### config.mk
export PLATFORM = sky130hd
export DESIGN_NAME = wdt_guard
export DESIGN_NICKNAME = d
export VERILOG_FILES = /design/src/rtl/wdt_guard_pkg.sv /design/src/rtl/wdt_guard_ctrl.sv /design/src/rtl/wdt_guard_chain.sv /design/src/rtl/wdt_guard_rstgen.sv /design/src/rtl/wdt_guard.sv
export SDC_FILE = /design/constraint.sdc
export NUM_CORES = 1
export LEC_CHECK = 0
export ABC_AREA = 0
export BUFFER_PORTS_ARGS = -buffer_cell sky130_fd_sc_hd__buf_2
export CAP_MARGIN = 20
export CORE_MARGIN = 2
export CORE_UTILIZATION = 55
export CTS_CLUSTER_SIZE = 40
export DETAILED_ROUTE_END_ITERATION = 10
export GPL_TIMING_DRIVEN = 0
export PLACE_DENSITY = 0.77
export REMOVE_ABC_BUFFERS = 1
export SYNTH_ARGS = -nofsm -noshare
export SYNTH_HDL_FRONTEND = slang
export SYNTH_SLANG_ARGS = --single-unit
### constraint.sdc
create_clock -name clk -period 1.5 [get_ports clk]
set_clock_uncertainty 0.15 [all_clocks]
set_input_delay 0.15 -clock clk [delete_from_list [all_inputs] [get_ports clk]]
set_output_delay 0.15 -clock clk [all_outputs]
set_load 0.01 [all_outputs]
### src/rtl/wdt_guard_pkg.sv
package wdt_guard_pkg;

  // Register layout: these positions are decoded by software
  localparam int PS_W     = 3;
  localparam int BIT_EN   = 7;
  localparam int BIT_CLR  = 6;
  localparam int BIT_IRUN = 5;

  typedef struct packed {
    logic            en;
    logic            irun;
    logic [PS_W-1:0] ps;
  } wdt_cfg_t;

endpackage

### src/rtl/wdt_guard_ctrl.sv
module wdt_guard_ctrl
  import wdt_guard_pkg::*;
#(
  parameter int              ADDR_W    = 8,
  parameter logic [ADDR_W-1:0] CTRL_ADDR = 8'h8F
) (
  input  logic              clk,
  input  logic              rst_n,
  input  logic [ADDR_W-1:0] sfr_addr,
  input  logic              sfr_we,
  input  logic [7:0]        sfr_wdata,
  output logic [7:0]        sfr_rdata,
  input  logic              kill_i,
  output wdt_cfg_t          cfg_o,
  output logic              restart_o
);

  wdt_cfg_t cfg_q, cfg_d;
  logic     sel, wr_hit;
  logic     unused_wbits;

  assign sel          = (sfr_addr == CTRL_ADDR);
  assign wr_hit       = sfr_we && sel;
  assign unused_wbits = ^sfr_wdata[4:3];

  // next-state
  always_comb begin
    cfg_d = cfg_q;
    if (wr_hit) begin
      cfg_d.en   = sfr_wdata[BIT_EN];
      cfg_d.irun = sfr_wdata[BIT_IRUN];
      cfg_d.ps   = sfr_wdata[PS_W-1:0];
    end
    if (kill_i) cfg_d.en = 1'b0;
  end

  always_ff @(posedge clk or negedge rst_n) begin
    if (!rst_n) cfg_q <= '0;
    else        cfg_q <= cfg_d;
  end

  // clear strobe, or select change while enabling
  assign restart_o = wr_hit &&
                     (sfr_wdata[BIT_CLR] ||
                      (sfr_wdata[BIT_EN] && (sfr_wdata[PS_W-1:0] != cfg_q.ps)));

  always_comb begin
    sfr_rdata = '0;
    if (sel) begin
      sfr_rdata[BIT_EN]     = cfg_q.en;
      sfr_rdata[BIT_IRUN]   = cfg_q.irun;
      sfr_rdata[PS_W-1:0]   = cfg_q.ps;
    end
  end

  assign cfg_o = cfg_q;

  a_r7_enable_drops: assert property (@(posedge clk) disable iff (!rst_n)
    kill_i |=> !cfg_q.en);

endmodule

### src/rtl/wdt_guard_chain.sv
module wdt_guard_chain #(
  parameter int BASE_W = 14,
  parameter int PS_W   = 3
) (
  input  logic            clk,
  input  logic            rst_n,
  input  logic            adv_i,
  input  logic            restart_i,
  input  logic [PS_W-1:0] ps_i,
  output logic            tmo_hit_o
);

  localparam int NTAPS = 1 << PS_W;

  logic [NTAPS-1:0]  pre_q, pre_d;
  logic [BASE_W-1:0] base_q, base_d;
  logic [NTAPS-1:0]  tap;
  logic              pre_tick;

  // tap k goes high once every 2^(k+1) advances
  for (genvar k = 0; k < NTAPS; k++) begin : g_tap
    assign tap[k] = &pre_q[k:0];
  end

  assign pre_tick  = adv_i && tap[ps_i];
  assign tmo_hit_o = pre_tick && (&base_q);

  always_comb begin
    pre_d  = pre_q;
    base_d = base_q;
    if (restart_i) begin
      pre_d  = '0;
      base_d = '0;
    end else if (adv_i) begin
      pre_d = tmo_hit_o ? '0 : pre_q + 1'b1;
      if (pre_tick) base_d = base_q + 1'b1;
    end
  end

  always_ff @(posedge clk or negedge rst_n) begin
    if (!rst_n) begin
      pre_q  <= '0;
      base_q <= '0;
    end else begin
      pre_q  <= pre_d;
      base_q <= base_d;
    end
  end

  a_r4_restart_zero: assert property (@(posedge clk) disable iff (!rst_n)
    restart_i |=> (pre_q == '0) && (base_q == '0));

  a_r5_hold_frozen: assert property (@(posedge clk) disable iff (!rst_n)
    (!adv_i && !restart_i) |=> $stable(pre_q) && $stable(base_q));

endmodule

### src/rtl/wdt_guard_rstgen.sv
module wdt_guard_rstgen #(
  parameter int LEN = 24
) (
  input  logic clk,
  input  logic rst_n,
  input  logic trig_i,
  output logic req_o
);

  localparam int CW = $clog2(LEN + 1);

  logic [CW-1:0] cnt_q, cnt_d;

  always_comb begin
    cnt_d = cnt_q;
    if (trig_i)              cnt_d = CW'(LEN);
    else if (cnt_q != '0)    cnt_d = cnt_q - 1'b1;
  end

  always_ff @(posedge clk or negedge rst_n) begin
    if (!rst_n) cnt_q <= '0;
    else        cnt_q <= cnt_d;
  end

  assign req_o = (cnt_q != '0);

endmodule

### src/rtl/wdt_guard.sv
module wdt_guard
  import wdt_guard_pkg::*;
#(
  parameter int BASE_W      = 14,
  parameter int RST_LEN     = 24,
  parameter int SYNC_STAGES = 2
) (
  input  logic       clk,
  input  logic       rst_n,
  input  logic       idle_i,
  input  logic [7:0] sfr_addr,
  input  logic       sfr_we,
  input  logic [7:0] sfr_wdata,
  output logic [7:0] sfr_rdata,
  output logic       expire_o,
  output logic       rst_req_o
);

  // reset: asserted asynchronously, released on a clock edge
  logic [SYNC_STAGES-1:0] rsync_q;
  logic                   rst_ni;

  always_ff @(posedge clk or negedge rst_n) begin
    if (!rst_n) rsync_q <= '0;
    else        rsync_q <= {rsync_q[SYNC_STAGES-2:0], 1'b1};
  end
  assign rst_ni = rsync_q[SYNC_STAGES-1];

  wdt_cfg_t cfg;
  logic     restart, adv, tmo_hit, kill, exp_q;

  assign adv  = !(idle_i && !cfg.irun);
  assign kill = tmo_hit && cfg.en;

  wdt_guard_ctrl #(.ADDR_W(8), .CTRL_ADDR(8'h8F)) u_ctrl (
    .clk       (clk),
    .rst_n     (rst_ni),
    .sfr_addr  (sfr_addr),
    .sfr_we    (sfr_we),
    .sfr_wdata (sfr_wdata),
    .sfr_rdata (sfr_rdata),
    .kill_i    (kill),
    .cfg_o     (cfg),
    .restart_o (restart)
  );

  wdt_guard_chain #(.BASE_W(BASE_W), .PS_W(PS_W)) u_chain (
    .clk       (clk),
    .rst_n     (rst_ni),
    .adv_i     (adv),
    .restart_i (restart),
    .ps_i      (cfg.ps),
    .tmo_hit_o (tmo_hit)
  );

  wdt_guard_rstgen #(.LEN(RST_LEN)) u_rstgen (
    .clk    (clk),
    .rst_n  (rst_ni),
    .trig_i (kill),
    .req_o  (rst_req_o)
  );

  always_ff @(posedge clk or negedge rst_ni) begin
    if (!rst_ni) exp_q <= 1'b0;
    else         exp_q <= tmo_hit;
  end
  assign expire_o = exp_q;

  a_r7_req_from_enabled_tmo: assert property (@(posedge clk) disable iff (!rst_ni)
    $rose(rst_req_o) |-> $past(tmo_hit && cfg.en));

  a_r8_no_req_when_disabled: assert property (@(posedge clk) disable iff (!rst_ni)
    (tmo_hit && !cfg.en && !rst_req_o) |=> !rst_req_o);

  a_r6_single_pulse: assert property (@(posedge clk) disable iff (!rst_ni)
    expire_o |=> !expire_o);

endmodule

* After elaboration in Yosys (flattened, before gate mapping)
Cells that the tools add are included.
W data, S select, Z words.
** Word-level totals
- Bits in registers :: 35
- Output and inout bits :: 10
- Logic and storage cells :: 53
** Cells by class
- Add/sub/neg operators :: 3
- Equal/unequal tests :: 3
- Reductions and logical operators :: 23
- $lt $le $gt $ge :: 1
- Multiplexer cells :: 15
** Operator list (number)
- $mux W14 :: 3
- $mux W8 :: 3
- $mux W5 :: 3
- $add A14 B1 Y14 const B :: 1
- $reduce_and A14 Y1 :: 1
- $add A8 B1 Y8 const B :: 1
- $eq A8 B8 Y1 const B :: 1
- $reduce_and A8 Y1 :: 1
- $logic_and A1 B1 Y1 :: 7
- $reduce_and A7 Y1 :: 1
- $reduce_and A6 Y1 :: 1
- $reduce_bool A2 Y1 :: 3
- $reduce_and A5 Y1 :: 1
- $reduce_bool A5 Y1 :: 1
- $sub A5 B1 Y5 const B :: 1
- $lt A3 B4 Y1 const B :: 1
- $mux W1 :: 4
- $reduce_and A2 Y1 :: 2
- $reduce_and A4 Y1 :: 1
- $bmux W1 S3 :: 1
- $mux W3 :: 1
- $ne A3 B3 Y1 :: 1
- $reduce_and A3 Y1 :: 1
- $logic_not A1 Y1 :: 2
- 2 further kinds :: 2

* Longest topological paths before layout
- Depth after elaboration :: 8
- Mapped depth :: 10
- Mapped depth without buffers :: 8

* By module
A second synthesis with hierarchy kept.
** Unflattened totals
- Cells, all modules :: 212
- Area, all modules :: 2021.9 um^2
** By module, submodules not included
- wdt_guard_chain :: area an instance 1303.8 um^2, seq. area each 550.5 um^2, cells an instance 150, instances 1
- wdt_guard_ctrl :: area an instance 366.6 um^2, seq. area each 125.1 um^2, cells an instance 32, instances 1
- wdt_guard_rstgen :: area an instance 260.2 um^2, seq. area each 125.1 um^2, cells an instance 24, instances 1
- wdt_guard :: area an instance 91.3 um^2, seq. area each 75.1 um^2, cells an instance 6, instances 1

* Worst setup path before layout
Ideal clock, no wire load.
- Path type :: reg-to-reg
- From :: reg u_chain.pre_q[0]
- To :: reg u_chain.base_q[1]
- Path slack :: -1.070 ns
- Cell stages (with the launch flop) :: 11
- Clock period less this slack :: 2.570 ns
- Data arrival time :: 2.298 ns
- Required time :: 1.229 ns
- Path through :: dfrtp_1 > ha_1 > and3_1 > ha_1 > or4b_1 > and2_4 > nand4_4 > buf_6 > buf_4 > mux2i_1 > nor2_1
** On the way
- Cells in the longest elaborated chain, start to end :: 6
- Elaborated cells between the ends (all ways) :: 12
- Classes of those cells :: mux (2); reduce/logical (10)
** Ends and longest elaborated chain
- start, declared :: RTL line wdt_guard_chain.sv:15 : logic [NTAPS-1:0] pre_q, pre_d;
- start signal, assigned :: RTL line wdt_guard_chain.sv:45 : pre_q <= pre_d;
- $reduce_and A8 Y1 (tied with other cells) :: RTL line wdt_guard_chain.sv:22 : assign tap[k] = &pre_q[k:0];
- $bmux W1 S3 (*) :: RTL line wdt_guard_chain.sv:25 : assign pre_tick = adv_i && tap[ps_i];
- $mux W1 (implied by the code) (*) :: RTL line wdt_guard_chain.sv:25
- $logic_and A1 B1 Y1 (*) :: RTL line wdt_guard_chain.sv:25
- $reduce_bool A2 Y1 (no source line) (*)
- $reduce_and A2 Y1 (no source line) (*)
- end signal, assigned :: RTL line wdt_guard_chain.sv:46 : base_q <= base_d;
- end, declared :: RTL line wdt_guard_chain.sv:16 : logic [BASE_W-1:0] base_q, base_d;
Mark *: on every way between the ends. The rest lies on a longest branch, timed or not. The select of a mux whose other input is x is not followed.
A chain may end at the register's enable or synchronous reset.

* Final worst setup path
- From :: reg u_ctrl.cfg_q (netlist bit u_ctrl.cfg_o[0])
- To :: reg u_chain.base_q[5]
** On the way
- Cells in the longest elaborated chain, start to end :: 6
- Elaborated cells between the ends (all ways) :: 11
- Classes of those cells :: eq/ne (2); mux (3); reduce/logical (6)
** Ends and longest elaborated chain
- start, declared :: RTL line wdt_guard_ctrl.sv:18 : wdt_cfg_t cfg_q, cfg_d;
- start signal, assigned :: RTL line wdt_guard_ctrl.sv:39 : else cfg_q <= cfg_d;
- branches (longest 6 deep; another with $bmux W1 S3)
Parallel ways; which one is timed is not known. The select of a mux whose other input is x is not followed.

==> results.yml <==
timing:
  holdWs_ns: 0.0150
  tightestPinTransition_ns: 0.763
  fin_ws_ns: -0.848
  max_freq_ghz: 0.426
  tns_ns: -22.14
  finalSetupViolCount: 29
  relSlewSlack: 0.492
  hold_viol_final: 0
  min_period_over_period: 1.57
  slew_violations: 0
  min_period_ns: 2.35
  grt_setup_unrepaired: "true"
cts:
  clock_latency_ns: 0.30
  cts_buffers: 5
  tritoncts: "yes"
  cts_max_level: 2
  path_clk_slew_ns: 0.07
  ctsRootBufferMaster: "clkbuf_8"
  clockBufferDepth: 2
  clock-sinks: 35
power_and_ir_drop:
  internal_power_w: 0.00198
  power_density_nw_per_um2: 1000
  p_clk_frac: 0.312
  switching_share: 0.310
  pwr-share-seq: 0.429
  p_sw_w: 0.000888
  power_w: 0.00287
  comb_power_share: 0.259
  ir_worst_vdd_mv: 0.836
  leakage_nw: 1.19
floorplan:
  fp.dieW_um: 65.2
  coreArea_um2: 3630
  row_count: 22
  die_y_um: 65.2
  io_pins: 30
  initial_core_util: 0.566
  die_area_um2: 4250
worst_setup_path:
  critPathLaunch: "u_ctrl.cfg_o[0]$_DFFE_PN0P_"
  required_ns: 1.56
  crit_fanout: 8
  start_kind: "flop"
  r2r_setup_slack_ns: -0.85
  endpoint_kind: "flop"
  worstPathArrival_ns: 2.41
  crit_type: "reg2reg"
  timing.rr.start: "u_ctrl.cfg_o[0]$_DFFE_PN0P_"
outcome:
  status: "finished with violations"
  violations: "setup timing"
synth:
  yosysTopAreaCell: "dfrtp_1"
  synth_cell_types: 45
  ys_top_cells_by_area: "dfrtp_1 43%, a21oi_1 5.1%, ha_1 3.6%"
  synth_top_cell_area_share: 0.426
  synth_edf_count: 0
  syn_inst: 215
  syn_area_um2: 2060
  async_flop_share: 1.00
  ys.flop_type: "dfrtp_1"
  synth-seq-cells: 35
  seq_area_frac_synth: 0.426
  yosys_warnings: 0
  synth_area_per_cell_um2: 9.57
global_routing:
  grt_max_degree: 23
  grt_pass1_wl_um: 8800
  grt_overflow: 0
  antenna_found_initial: 0
  grt_pass1_vias: 1903
  grt_use_total: 0.271
min_path:
  hold_path.class: "in2async"
layout:
  drive_above_1_share: 0.420
  stdcell_count: 317
  diodes: 0
  nNetsFinal: 294
  area_delta_synth_final_pct: 39.1
placement:
  dp.cells: 279
  place_congestion: 0.759
  io_buffers: 24
  hpwl_um: 2740
detailed_routing:
  ant_nets: 0
  first_iter_violations: 107
  via_per_inst: 5.96
  drt-total-wl_um: 5530
  drc_errors: 0
  drt_pass1_iterations: 4
  vias: 1888
  wl_per_cell_um: 17.4
flow_run:
  drv_cap: 0
==> cells in the final DEF (no fill, tap or decap), types with 3 or more instances in the layout <==
master         count
buf_6              3
nand2_1           17
nand3_1           10
nand4_4            3
ha_4               3
conb_1             4
nand4_1            8
dlygate4sd3_1      6
clkbuf_8           6
ha_1               3
xnor2_1            5
nor3_1             4
dfrtp_1           33
o21ai_1            3
mux2i_1            3
and2_1             5
buf_12             3
a21oi_2           11
nor2_1            10
mux2_2             6
nor3_2             3
or4_1              4
or4_4              5
xor2_1             4
a21oi_1           10
inv_1              6
o211ai_1           3
buf_2             24
buf_4             15
o31ai_1            7
==> cell type report <==
type	instances	area, um^2
clock buffer	6	82.6
clock inverter	2	35.0
fill	205	769
inverter	8	30.0
multi-input combinational	165	1350
sequential	35	878
tap	48	60.1
timing repair buffer	53	429
==> final timing paths <==
check,to,depth (start not counted)
worst max-delay path,u_chain.base_q[5]$_DFFE_PN0P_,6
worst min-delay path,rsync_q[1]$_DFF_PN0_,2
worst max register to register,u_chain.base_q[5]$_DFFE_PN0P_,6
worst min register to register,u_chain.base_q[6]$_DFFE_PN0P_,0
max in group asynchronous,u_ctrl.cfg_o[1]$_DFFE_PN0P_,1
min in group clk,u_ctrl.cfg_o[4]$_DFFE_PN0P_,4
==> timing repair <==
item	CTS	global route
setup buffers	16	5
resized for setup	32	24
hold buffers	6	0
gates cloned	3	0
pin swaps	42	7
hold endpoints to repair	7	0
setup endpoints to repair	39	36
==> power groups by stage <==
| stage | Combinational, W | Sequential (W) | Clock (W) |
|---|---|---|---|
| global placement | 0.000411 | 0.00125 | 0 |
| floorplan | 0.000343 | 0.00121 | 0 |
| finish | 0.000741 | 0.00123 | 0.000895 |
| global route | 0.000813 | 0.00125 | 0.000946 |
| CTS | 0.000676 | 0.00122 | 0.000903 |
| detailed placement | 0.000448 | 0.00125 | 0 |
==> metal layers <==
| layer | global-route usage | up-vias | share of wire |
|---|---|---|---|
| met4 | 0.117 | 0 | 0.025 |
| met2 | 0.462 | 49 | 0.51 |
| li1 | - | 890 | - |
| met1 | 0.330 | 935 | 0.43 |
| met5 | 0 | - | 0 |
| met3 | 0.0599 | 14 | 0.030 |
==> cell families after synthesis <==
kind of cell	share of synthesized area
xor+xnor	0.0383
simple gates	0.235
other cells	0.00365
fa+ha+maj	0.0365
flops	0.426
mux	0.0474
buf+inv	0.0505
compound gates	0.163
==> critical path: stages (launching register included) <==
cell and delay, ns:
dfrtp_1 0.51, nor2b_1 0.24, o211ai_4 0.37, nand4_4 0.19
buf_6 0.17, or4_4 0.47, a21oi_2 0.16
==> sequential cells by signal (all words and copies together) (netlist names) <==
signal	flops
u_ctrl.cfg_o	5
u_rstgen.cnt_q	5
u_chain.base_q	14
expire_o	1
rsync_q	2
u_chain.pre_q	8
==> metrics by stage <==
step / util / setup slack (ns) / instance area [um^2]
final: 0.788 / -0.848 / 2860
after CTS: 0.753 / -0.819 / 2740
after floorplan: - / -1.05 / 1990
after global routing: 0.788 / -0.942 / 2860
after global placement: 0.598 / -1.44 / 2170
after detailed placement: 0.610 / -1.34 / 2220
==> synth_stat cells, types with 2 or more instances <==
| master | instances |
|---|---|
| nor3_1 | 7 |
| conb_1 | 2 |
| or3_1 | 2 |
| mux2i_1 | 3 |
| nor2b_1 | 2 |
| o31ai_1 | 9 |
| inv_1 | 8 |
| nand2_1 | 17 |
| a21oi_1 | 21 |
| or4b_1 | 2 |
| xnor2_1 | 5 |
| and2_1 | 5 |
| nand3_1 | 10 |
| nand2b_1 | 2 |
| dfrtp_1 | 35 |
| xor2_1 | 4 |
| clkbuf_1 | 3 |
| or4_1 | 9 |
| mux2_2 | 6 |
| nor2_1 | 13 |
| a21o_1 | 2 |
| nand4_1 | 8 |
| ha_1 | 6 |
| o21ai_0 | 5 |
| o211ai_1 | 3 |
| or2_2 | 2 |
| buf_4 | 5 |
| buf_2 | 2 |
(Power assumes the default switching activity.)
